## config.mk

```make
export PLATFORM = sky130hd
export DESIGN_NAME = hdlc_frame_rx
export DESIGN_NICKNAME = d
export VERILOG_FILES = /design/src/rtl/hdlc_rx_pkg.sv /design/src/rtl/hdlc_bit_classify.sv /design/src/rtl/hdlc_delay_line.sv /design/src/rtl/hdlc_crc_serial.sv /design/src/rtl/hdlc_frame_rx.sv
export SDC_FILE = /design/constraint.sdc
export NUM_CORES = 1
export LEC_CHECK = 0
export ABC_AREA = 0
export BUFFER_PORTS_ARGS = -buffer_cell sky130_fd_sc_hd__buf_2
export CORE_UTILIZATION = 30
export DETAILED_ROUTE_END_ITERATION = 8
export SLEW_MARGIN = 10
export SYNTH_ARGS = -nofsm -noshare
export SYNTH_HDL_FRONTEND = slang
export SYNTH_HIERARCHICAL = 1
export SYNTH_SLANG_ARGS = --single-unit
```

## constraint.sdc

```tcl
create_clock -name clk -period 5.1 [get_ports clk]
set_clock_uncertainty 0.1 [all_clocks]
set_input_delay 0.765 -clock clk [delete_from_list [all_inputs] [get_ports clk]]
set_output_delay 0.765 -clock clk [all_outputs]
set_load 0.02 [all_outputs]
```

## src/rtl/hdlc_rx_pkg.sv

```systemverilog
package hdlc_rx_pkg;

   // Classification of one accepted line bit
   typedef enum logic [1:0] {
      SYM_DATA  = 2'd0,
      SYM_STUFF = 2'd1,
      SYM_FLAG  = 2'd2,
      SYM_ABORT = 2'd3
   } sym_e;

   typedef enum logic {
      ST_HUNT  = 1'b0,
      ST_FRAME = 1'b1
   } rx_state_e;

endpackage

```

## src/rtl/hdlc_bit_classify.sv

```systemverilog
module hdlc_bit_classify
   import hdlc_rx_pkg::*;
#(
   parameter int RUN_LEN = 6
) (
   input  logic clk,
   input  logic rst_n,
   input  logic bit_vld,
   input  logic bit_in,
   output sym_e sym
);
   localparam int OW = $clog2(RUN_LEN + 2);
   localparam logic [OW-1:0] RUN_MAX  = OW'(RUN_LEN + 1);
   localparam logic [OW-1:0] RUN_FULL = OW'(RUN_LEN);
   localparam logic [OW-1:0] RUN_STUF = OW'(RUN_LEN - 1);

   logic [OW-1:0] ones_q;

   initial begin
      assert (RUN_LEN >= 2) else $error("RUN_LEN must be at least 2");
   end

   always_comb begin
      if (bit_in) begin
         sym = (ones_q >= RUN_FULL) ? SYM_ABORT : SYM_DATA;
      end else if (ones_q == RUN_FULL) begin
         sym = SYM_FLAG;
      end else if (ones_q == RUN_STUF) begin
         sym = SYM_STUFF;
      end else begin
         sym = SYM_DATA;
      end
   end

   always_ff @(posedge clk or negedge rst_n) begin
      if (!rst_n) begin
         ones_q <= '0;
      end else if (bit_vld) begin
         if (!bit_in)                ones_q <= '0;
         else if (ones_q != RUN_MAX) ones_q <= ones_q + 1'b1;
      end
   end

   // A flag or stuffed zero is always a zero on the line
   assert_zero_kinds_R2: assert property (@(posedge clk) disable iff (!rst_n)
      (bit_vld && (sym == SYM_FLAG || sym == SYM_STUFF)) |-> !bit_in);

endmodule

```

## src/rtl/hdlc_delay_line.sv

```systemverilog
module hdlc_delay_line #(
   parameter int DEPTH = 16
) (
   input  logic clk,
   input  logic rst_n,
   input  logic clr,
   input  logic push,
   input  logic din,
   output logic pop,
   output logic dout
);
   localparam int CW = $clog2(DEPTH + 1);
   localparam logic [CW-1:0] FULL = CW'(DEPTH);

   logic [DEPTH-1:0] sr_q;
   logic [CW-1:0]    occ_q;

   initial begin
      assert (DEPTH >= 1) else $error("DEPTH must be at least 1");
   end

   assign pop  = push && !clr && (occ_q == FULL);
   assign dout = sr_q[DEPTH-1];

   generate
      if (DEPTH == 1) begin : g_single
         always_ff @(posedge clk or negedge rst_n) begin
            if (!rst_n)    sr_q <= '0;
            else if (clr)  sr_q <= '0;
            else if (push) sr_q <= din;
         end
      end else begin : g_shift
         always_ff @(posedge clk or negedge rst_n) begin
            if (!rst_n)    sr_q <= '0;
            else if (clr)  sr_q <= '0;
            else if (push) sr_q <= {sr_q[DEPTH-2:0], din};
         end
      end
   endgenerate

   always_ff @(posedge clk or negedge rst_n) begin
      if (!rst_n)                      occ_q <= '0;
      else if (clr)                    occ_q <= '0;
      else if (push && occ_q != FULL)  occ_q <= occ_q + 1'b1;
   end

   assert_occ_bound_R3: assert property (@(posedge clk) disable iff (!rst_n)
      occ_q <= FULL);

   assert_clr_empties_R3: assert property (@(posedge clk) disable iff (!rst_n)
      clr |=> (occ_q == '0));

endmodule

```

## src/rtl/hdlc_crc_serial.sv

```systemverilog
module hdlc_crc_serial #(
   parameter int             W    = 16,
   parameter logic [W-1:0]   POLY = 16'h1021,
   parameter logic [W-1:0]   INIT = 16'hFFFF
) (
   input  logic         clk,
   input  logic         rst_n,
   input  logic         clr,
   input  logic         en,
   input  logic         din,
   output logic [W-1:0] crc
);
   logic fb;

   initial begin
      assert (W >= 2) else $error("W must be at least 2");
   end

   assign fb = crc[W-1] ^ din;

   always_ff @(posedge clk or negedge rst_n) begin
      if (!rst_n)     crc <= INIT;
      else if (clr)   crc <= INIT;
      else if (en)    crc <= {crc[W-2:0], 1'b0} ^ (fb ? POLY : '0);
   end

   assert_hold_when_idle_R12: assert property (@(posedge clk) disable iff (!rst_n)
      (!en && !clr) |=> $stable(crc));

endmodule

```

## src/rtl/hdlc_frame_rx.sv

```systemverilog
module hdlc_frame_rx
   import hdlc_rx_pkg::*;
#(
   parameter int                  RUN_LEN        = 6,
   parameter int                  FCS_BITS       = 16,
   parameter int                  MIN_FRAME_BITS = 32,
   parameter int                  CNT_W          = 16,
   parameter logic [FCS_BITS-1:0] CRC_POLY       = 16'h1021,
   parameter logic [FCS_BITS-1:0] CRC_INIT       = 16'hFFFF,
   parameter logic [FCS_BITS-1:0] CRC_RESIDUE    = 16'h1D0F
) (
   input  logic clk,
   input  logic rst_n,
   input  logic bit_in,
   input  logic bit_vld,
   output logic data_bit,
   output logic data_vld,
   output logic data_sof,
   output logic frm_end,
   output logic frm_ok,
   output logic frm_abort
);
   localparam int PRE_DEPTH = RUN_LEN + 1;
   localparam logic [CNT_W-1:0] FCS_CNT = CNT_W'(FCS_BITS);
   localparam logic [CNT_W-1:0] MIN_CNT = CNT_W'(MIN_FRAME_BITS);
   localparam logic [CNT_W-1:0] CNT_MAX = '1;

   initial begin
      assert (MIN_FRAME_BITS > FCS_BITS) else $error("MIN_FRAME_BITS must exceed FCS_BITS");
      assert ((64'd1 << CNT_W) > 64'(MIN_FRAME_BITS)) else $error("CNT_W too narrow");
   end

   sym_e            sym;
   rx_state_e       state_q;
   logic            in_frame, is_flag, is_abort, pipe_clr, pre_push;
   logic            conf_vld, conf_bit, hold_pop, hold_bit;
   logic [CNT_W-1:0]    nbits_q;
   logic [FCS_BITS-1:0] crc;
   logic            sof_pend_q;

   hdlc_bit_classify #(.RUN_LEN(RUN_LEN)) u_class (
      .clk(clk), .rst_n(rst_n), .bit_vld(bit_vld), .bit_in(bit_in), .sym(sym)
   );

   assign in_frame = (state_q == ST_FRAME);
   assign is_flag  = bit_vld && (sym == SYM_FLAG);
   assign is_abort = bit_vld && (sym == SYM_ABORT) && in_frame;
   assign pipe_clr = is_flag || is_abort;
   assign pre_push = bit_vld && in_frame && (sym == SYM_DATA);

   // Pre-stage swallows the closing flag's leading zero and its ones
   hdlc_delay_line #(.DEPTH(PRE_DEPTH)) u_pre (
      .clk(clk), .rst_n(rst_n), .clr(pipe_clr), .push(pre_push), .din(bit_in),
      .pop(conf_vld), .dout(conf_bit)
   );

   // Holdback keeps the check-field candidates
   hdlc_delay_line #(.DEPTH(FCS_BITS)) u_hold (
      .clk(clk), .rst_n(rst_n), .clr(pipe_clr), .push(conf_vld), .din(conf_bit),
      .pop(hold_pop), .dout(hold_bit)
   );

   hdlc_crc_serial #(.W(FCS_BITS), .POLY(CRC_POLY), .INIT(CRC_INIT)) u_crc (
      .clk(clk), .rst_n(rst_n), .clr(pipe_clr), .en(conf_vld), .din(conf_bit), .crc(crc)
   );

   always_ff @(posedge clk or negedge rst_n) begin
      if (!rst_n) begin
         state_q    <= ST_HUNT;
         nbits_q    <= '0;
         sof_pend_q <= 1'b0;
      end else begin
         if (is_flag)       state_q <= ST_FRAME;
         else if (is_abort) state_q <= ST_HUNT;

         if (pipe_clr)                          nbits_q <= '0;
         else if (conf_vld && nbits_q != CNT_MAX) nbits_q <= nbits_q + 1'b1;

         if (pipe_clr)      sof_pend_q <= 1'b1;
         else if (hold_pop) sof_pend_q <= 1'b0;
      end
   end

   always_ff @(posedge clk or negedge rst_n) begin
      if (!rst_n) begin
         data_vld  <= 1'b0;
         data_bit  <= 1'b0;
         data_sof  <= 1'b0;
         frm_end   <= 1'b0;
         frm_ok    <= 1'b0;
         frm_abort <= 1'b0;
      end else begin
         data_vld  <= hold_pop;
         data_bit  <= hold_pop && hold_bit;
         data_sof  <= hold_pop && sof_pend_q;
         frm_end   <= is_flag && in_frame && (nbits_q > FCS_CNT);
         frm_ok    <= is_flag && in_frame && (nbits_q >= MIN_CNT) && (crc == CRC_RESIDUE);
         frm_abort <= is_abort && (nbits_q != '0);
      end
   end

   assert_ok_needs_end_R4: assert property (@(posedge clk) disable iff (!rst_n)
      frm_ok |-> frm_end);

   assert_sof_marks_data_R11: assert property (@(posedge clk) disable iff (!rst_n)
      data_sof |-> data_vld);

   assert_end_without_data_R3: assert property (@(posedge clk) disable iff (!rst_n)
      frm_end |-> !data_vld);

   assert_abort_excludes_end_R7: assert property (@(posedge clk) disable iff (!rst_n)
      frm_abort |-> !frm_end);

   assert_idle_quiet_R12: assert property (@(posedge clk) disable iff (!rst_n)
      !$past(bit_vld) |-> !(data_vld || frm_end || frm_abort));

   assert_hunt_silent_R1: assert property (@(posedge clk) disable iff (!rst_n)
      ($past(state_q) == ST_HUNT) |-> !(data_vld || frm_end || frm_abort));

endmodule

```

== Word level (Yosys, flattened, before mapping) ==
Cells that the tools add are included.

* Flip-flop bits (word level): 74
* Bits of input ports: 4

* Add/subtract/negate cells: 4
* $lt $le $gt $ge: 3
* Equality and inequality tests: 12
* Mux-type cells: 23
* Bitwise logic cells: 2
* Reductions and logical operators: 31

{| class="wikitable"
|+ Operator list
! operator !! number
|-
| 16-bit 2-to-1 mux || 6
|-
| 1-bit logical AND || 19
|-
| 16-bit by 1-bit adder with 16-bit output, second input constant || 1
|-
| 16-bit by 13-bit equality test with 1-bit output, second input constant || 1
|-
| 16-bit by 6-bit >= comparator with 1-bit output, second input constant || 1
|-
| 16-bit by 5-bit greater-than comparator with 1-bit output, second input constant || 1
|-
| 16-bit inequality test, second input constant || 1
|-
| 16-bit nonzero test || 1
|-
| 16-bit bitwise XOR || 1
|-
| 7-bit 2-to-1 mux || 2
|-
| 2-bit nonzero test || 7
|-
| 13-bit 2-to-1 mux || 1
|-
| 3-bit 2-to-1 mux || 4
|-
| 5-bit 2-to-1 mux || 2
|-
| 3-bit equality test, second input constant || 3
|-
| 3-bit by 1-bit adder with 3-bit output, second input constant || 2
|-
| 2-bit 2-to-1 mux || 3
|-
| 3-bit inequality test, second input constant || 2
|-
| 5-bit by 1-bit adder with 5-bit output, second input constant || 1
|-
| 5-bit equality test, second input constant || 1
|-
| 1-bit 2-to-1 mux || 5
|-
| 5-bit inequality test, second input constant || 1
|-
| 2-bit equality test, second input constant || 2
|-
| 3-bit >= comparator, second input constant || 1
|-
| other kinds (6) || 6
|}

== Logic depth before layout (Yosys ltp) ==
* Depth in word-level cells: 15
* Mapped depth: 15

== By module ==
The synthesis kept the hierarchy.

{| class="wikitable"
|+ Modules (own cells, without submodules)
! module !! times used !! cells each !! area each (um^2) !! sequential area each (um^2)
|-
| hdlc_frame_rx || 1 || 133 || 1321.3 || 600.6
|-
| hdlc_delay_line at u_hold || 1 || 81 || 929.6 || 525.5
|-
| hdlc_crc_serial || 1 || 56 || 740.7 || 420.4
|-
| hdlc_delay_line at u_pre || 1 || 40 || 481.7 || 250.2
|-
| hdlc_bit_classify || 1 || 21 || 206.4 || 75.1
|}

== Worst setup path before layout ==
No wires, ideal clock.

* Path kind: input-to-reg
* From: input bit_in
* To: register nbits_q[13]
* Setup time: 0.083 ns
* Arrival: 3.764 ns
* Data required time: 4.917 ns
* Setup slack: 1.153 ns
* Stages on the path: 12
* Path buffers: 2
* Cell sequence: or3b_1 > a21oi_1 > nand2b_1 > nand3_1 > clkinv_1 > clkbuf_1 > buf_6 > nor2_1 > and3_1 > nand3_1 > or4_1 > a21oi_1

* Cells in the longest elaborated chain, start to end: 10

{| class="wikitable"
|+ Ends and longest elaborated chain
! item !! line !! RTL
|-
| start, declared || hdlc_frame_rx.sv:14 || <nowiki>input logic bit_in,</nowiki>
|-
| 2-bit 2-to-1 mux * || hdlc_bit_classify.sv:24 || <nowiki>if (bit_in) begin</nowiki>
|-
| named net sym[0] || hdlc_frame_rx.sv:33 || <nowiki>sym_e sym;</nowiki>
|-
| 2-bit equality test || hdlc_frame_rx.sv:47 || <nowiki>assign is_abort = bit_vld && (sym == SYM_ABORT) && in_frame;</nowiki>
|-
| 1-bit logical AND (2 in a row) || hdlc_frame_rx.sv:47 ||
|-
| 1-bit logical OR * || hdlc_frame_rx.sv:48 || <nowiki>assign pipe_clr = is_flag || is_abort;</nowiki>
|-
| named net pipe_clr || hdlc_frame_rx.sv:35 || <nowiki>logic in_frame, is_flag, is_abort, pipe_clr, pre_push;</nowiki>
|-
| 1-bit logical NOT * || hdlc_delay_line.sv:22 || <nowiki>assign pop = push && !clr && (occ_q == FULL);</nowiki>
|-
| 1-bit logical AND * (2 in a row) || hdlc_delay_line.sv:22 ||
|-
| named net conf_vld || hdlc_frame_rx.sv:36 || <nowiki>logic conf_vld, conf_bit, hold_pop, hold_bit;</nowiki>
|-
| 1-bit logical AND * || hdlc_frame_rx.sv:77 || <nowiki>else if (conf_vld && nbits_q != CNT_MAX) nbits_q <= nbits_q + 1'b1;</nowiki>
|-
| 2-bit nonzero test (no source line) * || -- ||
|-
| end signal, assigned || hdlc_frame_rx.sv:77 ||
|-
| end, declared || hdlc_frame_rx.sv:37 || <nowiki>logic [CNT_W-1:0] nbits_q;</nowiki>
|}

The timed path passes the listed nets; every way through them passes the cells marked *.
A chain may end at the register's enable or synchronous reset.

== Worst setup path after layout ==
* From: register u_class.ones_q[0]
* To: register nbits_q[13]

* Cells in the longest elaborated chain, start to end: 13

{| class="wikitable"
|+ Ends and longest elaborated chain
! item !! line !! RTL
|-
| start, declared || hdlc_bit_classify.sv:17 || <nowiki>logic [OW-1:0] ones_q;</nowiki>
|-
| start signal, assigned || hdlc_bit_classify.sv:40 || <nowiki>else if (ones_q != RUN_MAX) ones_q <= ones_q + 1'b1;</nowiki>
|-
| branches (longest 3 deep; another with 3-bit >= comparator) || -- ||
|-
| 2-bit 2-to-1 mux * || hdlc_bit_classify.sv:24 ||
|-
| named net sym[0] || hdlc_frame_rx.sv:33 ||
|-
| 2-bit equality test || hdlc_frame_rx.sv:47 ||
|-
| 1-bit logical AND (2 in a row) || hdlc_frame_rx.sv:47 ||
|-
| 1-bit logical OR || hdlc_frame_rx.sv:48 ||
|-
| 1-bit logical NOT || hdlc_delay_line.sv:22 ||
|-
| 1-bit logical AND * (2 in a row) || hdlc_delay_line.sv:22 ||
|-
| named net conf_vld || hdlc_frame_rx.sv:36 ||
|-
| 1-bit logical AND * || hdlc_frame_rx.sv:77 ||
|-
| 2-bit nonzero test (no source line) * || -- ||
|}

Mark *: on every way through the listed nets, which the timed path passes.

==> metrics.md <==
| Metric | Value |
|---|---|
| Outcome | `completed` |
| Post-DP HPWL | `4070 um` |
| Final cell count without fillers | `491` |
| Setup-failing EPs final | `0` |
| XOR/XNOR Fraction of Synth Area | `2.96%` |
| Total track usage | `11.5%` |
| Relative slew margins | `37.3%` |
| Slowest Stage Delay on Critical Path | `0.43 ns` |
| Max_cap viols | `0` |
| Asr flop ratio synth | `100%` |
| WP buf/inv | `2` |
| Most Crowded Layer GR | `met2` |
| Layout area overhead | `14.1%` |
| Reg-to-reg startpoint | `u_class/ones_q[0]` |
| R2R Setup Slk | `1.56 ns` |
| WL/cell | `13.2 um` |
| Crit path capture type | `flip-flop` |
| Clock tree buffer depth | `2` |
| Routed Antenna Nets | `0` |
| Final Hold Fails | `0` |
| Mean Syn Cell Area | `11.1 um2` |
| Post-CTS Setup Bufs | `0` |
| Clock Sinks | `74` |
| Clock transition at path regs | `0.06 ns` |
| Synthesized Nets | `345` |
| Critical path origin | `u_class/ones_q[0]` |
| Yosys reg bits | `74` |
| First-pass GRT wire length | `11500 um` |
| Grt ovf | `0` |
| Register share of total power | `44.9%` |
| Initial antenna violation count | `0` |
| Psw | `465 uW` |
| Synth Area in Adders | `3.40%` |
| Max-slew violations | `0` |
| RSZ-0062 raised after global routing | `no` |
| Post-synthesis cell type count | `62` |
| Simple-gate share of the synthesized area | `22.0%` |
| Via/cell ratio | `4.98` |
| R2r endpoint | `nbits_q[13]` |
| Post-CTS resize count | `0` |
| Number of fill cells | `1170` |
| CTS tree | `yes` |
| M1 GR Usage | `14.5%` |
| Period Utilization, post-route | `69.4%` |
| Power per Cell Area | `447 nW/um2` |
| Routed via count | `2445` |
| Hold-fix buffers, CTS | `0` |
| Mapped Cells | `331` |
| Layout cells sized above 1 | `16.9%` |
| Clock share of power | `38.0%` |
| Io pins | `10` |
| Setup TNS | `0 ns` |
| Die ar. | `12700 um2` |
| Main combinational cell family by area after synthesis | `simple AND/OR/NAND/NOR gates` |
| Die Y | `113 um` |
| Critical path type | `flip-flop to flip-flop` |
| Clock buffer count from CTS | `9` |
| Commonest non-fill, non-tap cells in the layout | `58 x dfrtp_1, 36 x nor2_1, 24 x mux2i_1` |
| CP Launch Type | `flip-flop` |
| Cell Area, Synth | `3680 um2` |
| Least-Margin Pin Slew | `0.941 ns` |
| Critical path's top delay family | `simple AND/OR/NAND/NOR gates` |
| # DRC | `0` |
| Clock latency on the worst-skew pair | `0.33 ns` |
| Switching Share | `24.7%` |
| Logic pwr share | `17.2%` |
| Drt pass-1 iters | `6` |
| Worst EP arrival | `3.69 ns` |
| Hold Crit Class | `flip-flop to flip-flop` |
| Core area | `12000 um2` |
| CP max FO | `20` |
| Met2 Track Usage GR | `17.8%` |
| Dominant synthesized flop cell | `dfrtp_1` |
| Commonest non-fill, non-tap cell in the layout | `dfrtp_1` |
| Layout Nets | `353` |
| Pint | `1410 uW` |
| Critical path destination | `nbits_q[13]` |
| Met3 GRT Util | `2.20%` |
| Initial core utilization | `30.8%` |
| Crit path cell chain | `inv_1 -> ha_1 -> or3b_1 -> a21oi_1 -> nand2b_1 -> nand3_1 -> clkinv_1 -> nor2_4 -> and3_1 -> nand3_1 -> or4_1 -> a21oi_1` |
| First DRT Iteration DRCs | `147` |
| Sequential share of the synthesized area | `50.9%` |
| DRT Wirelength | `6470 um` |
| # diodes | `0` |
| Number of enable flip-flop cells after synthesis | `0` |
| Root Buffer | `clkbuf_16` |
| Final min period | `3.54 ns` |
| Req. time, crit path | `5.25 ns` |
| Die width | `113 um` |
| I/O Buffers | `9` |
| Placed Cells incl. Taps | `475` |
| Compound-Gate Fraction of Synth Area | `10.6%` |
| Mux contribution to synthesized area | `6.94%` |
| Vias in the first global route | `2416` |
| Core Rows | `40` |
| Maximum level of the CTS H-tree | `3` |
| Max Freq | `283 MHz` |
| Largest net degree at the start of global routing | `75` |
| Slowest-stage cell, CP | `or4_1` |
| P_leak | `0.00191 uW` |
| Crit. path cell count | `12` |
| R2R cell count | `12` |
| VDD IR-drop max | `172 uV` |
| Gpl congestion | `0.773` |
| Ys Warns | `6` |
-- worst min path at each step --
| stage | startpoint | endpoint | slack (ns) | depth (start not counted) |
|---|---|---|---|---|
| 2_1_floorplan | u_hold/sr_q[15] | data_bit | 0.35 | 1 |
| 3_3_place_gp | u_hold/sr_q[15] | data_bit | 0.38 | 1 |
| 3_5_place_dp | u_hold/sr_q[15] | data_bit | 0.39 | 1 |
| 4_1_cts | u_hold/sr_q[15] | data_bit | 0.40 | 1 |
| 5_1_grt | u_hold/sr_q[15] | data_bit | 0.42 | 1 |
| 6_report | u_hold/sr_q[15] | data_bit | 0.40 | 1 |
-- layout make-up --
class	count	area [um2]	area share, %
Clock buffer	11	233	5.54
Clock inverter	5	103	2.44
Inverter	11	41.3	0.983
Multi-Input combinational cell	231	1700	40.4
Sequential cell	74	1870	44.6
Tap cell	147	184	4.38
Timing Repair Buffer	12	70.1	1.67
-- metal layers --
metal | up-vias | routed length, um
li1 | 1209 | -
met1 | 1201 | 3210
met2 | 24 | 2990
met3 | 11 | 126
met4 | 0 | 149
met5 | - | 0
-- state kept, by name, indices dropped and copies added, names as in the netlist, 3 cells and up --
name / cells
nbits_q: 16
u_crc/crc: 16
u_hold/sr_q: 16
u_pre/sr_q: 7
u_hold/occ_q: 5
u_class/ones_q: 3
u_pre/occ_q: 3
-- kinds of logic after synthesis --
family | count (synthesis)
compound gates | 52
xor+xnor | 9
fa+ha+maj | 10
buf+inv | 26
flops | 74
mux | 25
simple gates | 135
-- metrics by stage --
stage / setup slack (ns) / cell area [um2] / total power (uW) / hold WS (ns) / utilization [%]
2_1_floorplan: 1.15 / 3680 / 1100 / 0.353 / -
3_3_place_gp: 1.43 / 3860 / 1160 / 0.383 / 32.3
3_5_place_dp: 1.34 / 3860 / 1180 / 0.386 / 32.3
4_1_cts: 1.54 / 4200 / 1900 / 0.404 / 35.1
5_1_grt: 1.21 / 4200 / 1990 / 0.422 / 35.1
6_report: 1.56 / 4200 / 1880 / 0.398 / 35.1
-- power groups by stage --
stage	Clock, uW	Sequential [uW]	Combinational [uW]
final	713	843	322
after CTS	731	844	326
after floorplan	0	821	277
after global placement	0	849	314
after detailed placement	0	852	324
after global routing	756	863	367
-- synth_stat cells, types with 4 or more instances --
library cell	instances	area share (%)
nand2b_1	4	0.68
clkbuf_1	5	0.51
dfstp_2	16	11
dfrtp_1	58	39
buf_2	8	1.1
nand3_1	9	1.2
nor3_1	5	0.68
inv_1	10	1.0
nand2_1	15	1.5
ha_1	10	3.4
a21oi_1	9	1.2
nor4_1	7	1.2
o21ai_1	4	0.54
xor2_1	5	1.2
nand4_1	6	1.0
and2_1	5	0.85
o21ai_0	5	0.68
nor2_1	37	3.8
mux2i_1	24	6.5
nor2b_1	17	2.9
a211o_1	16	3.8
-- worst register-to-register path, delay by kind of cell, from the launching register on --
kind / cells / cell delay [ns]
buffers and inverters: 2 / 0.23
and+or+nand+nor: 7 / 1.97
DFF: 1 / 0.41
AOI/OAI and AO/OA: 2 / 0.54
adders and majority gates: 1 / 0.20
Note: power is estimated with default switching activity, not from simulation.
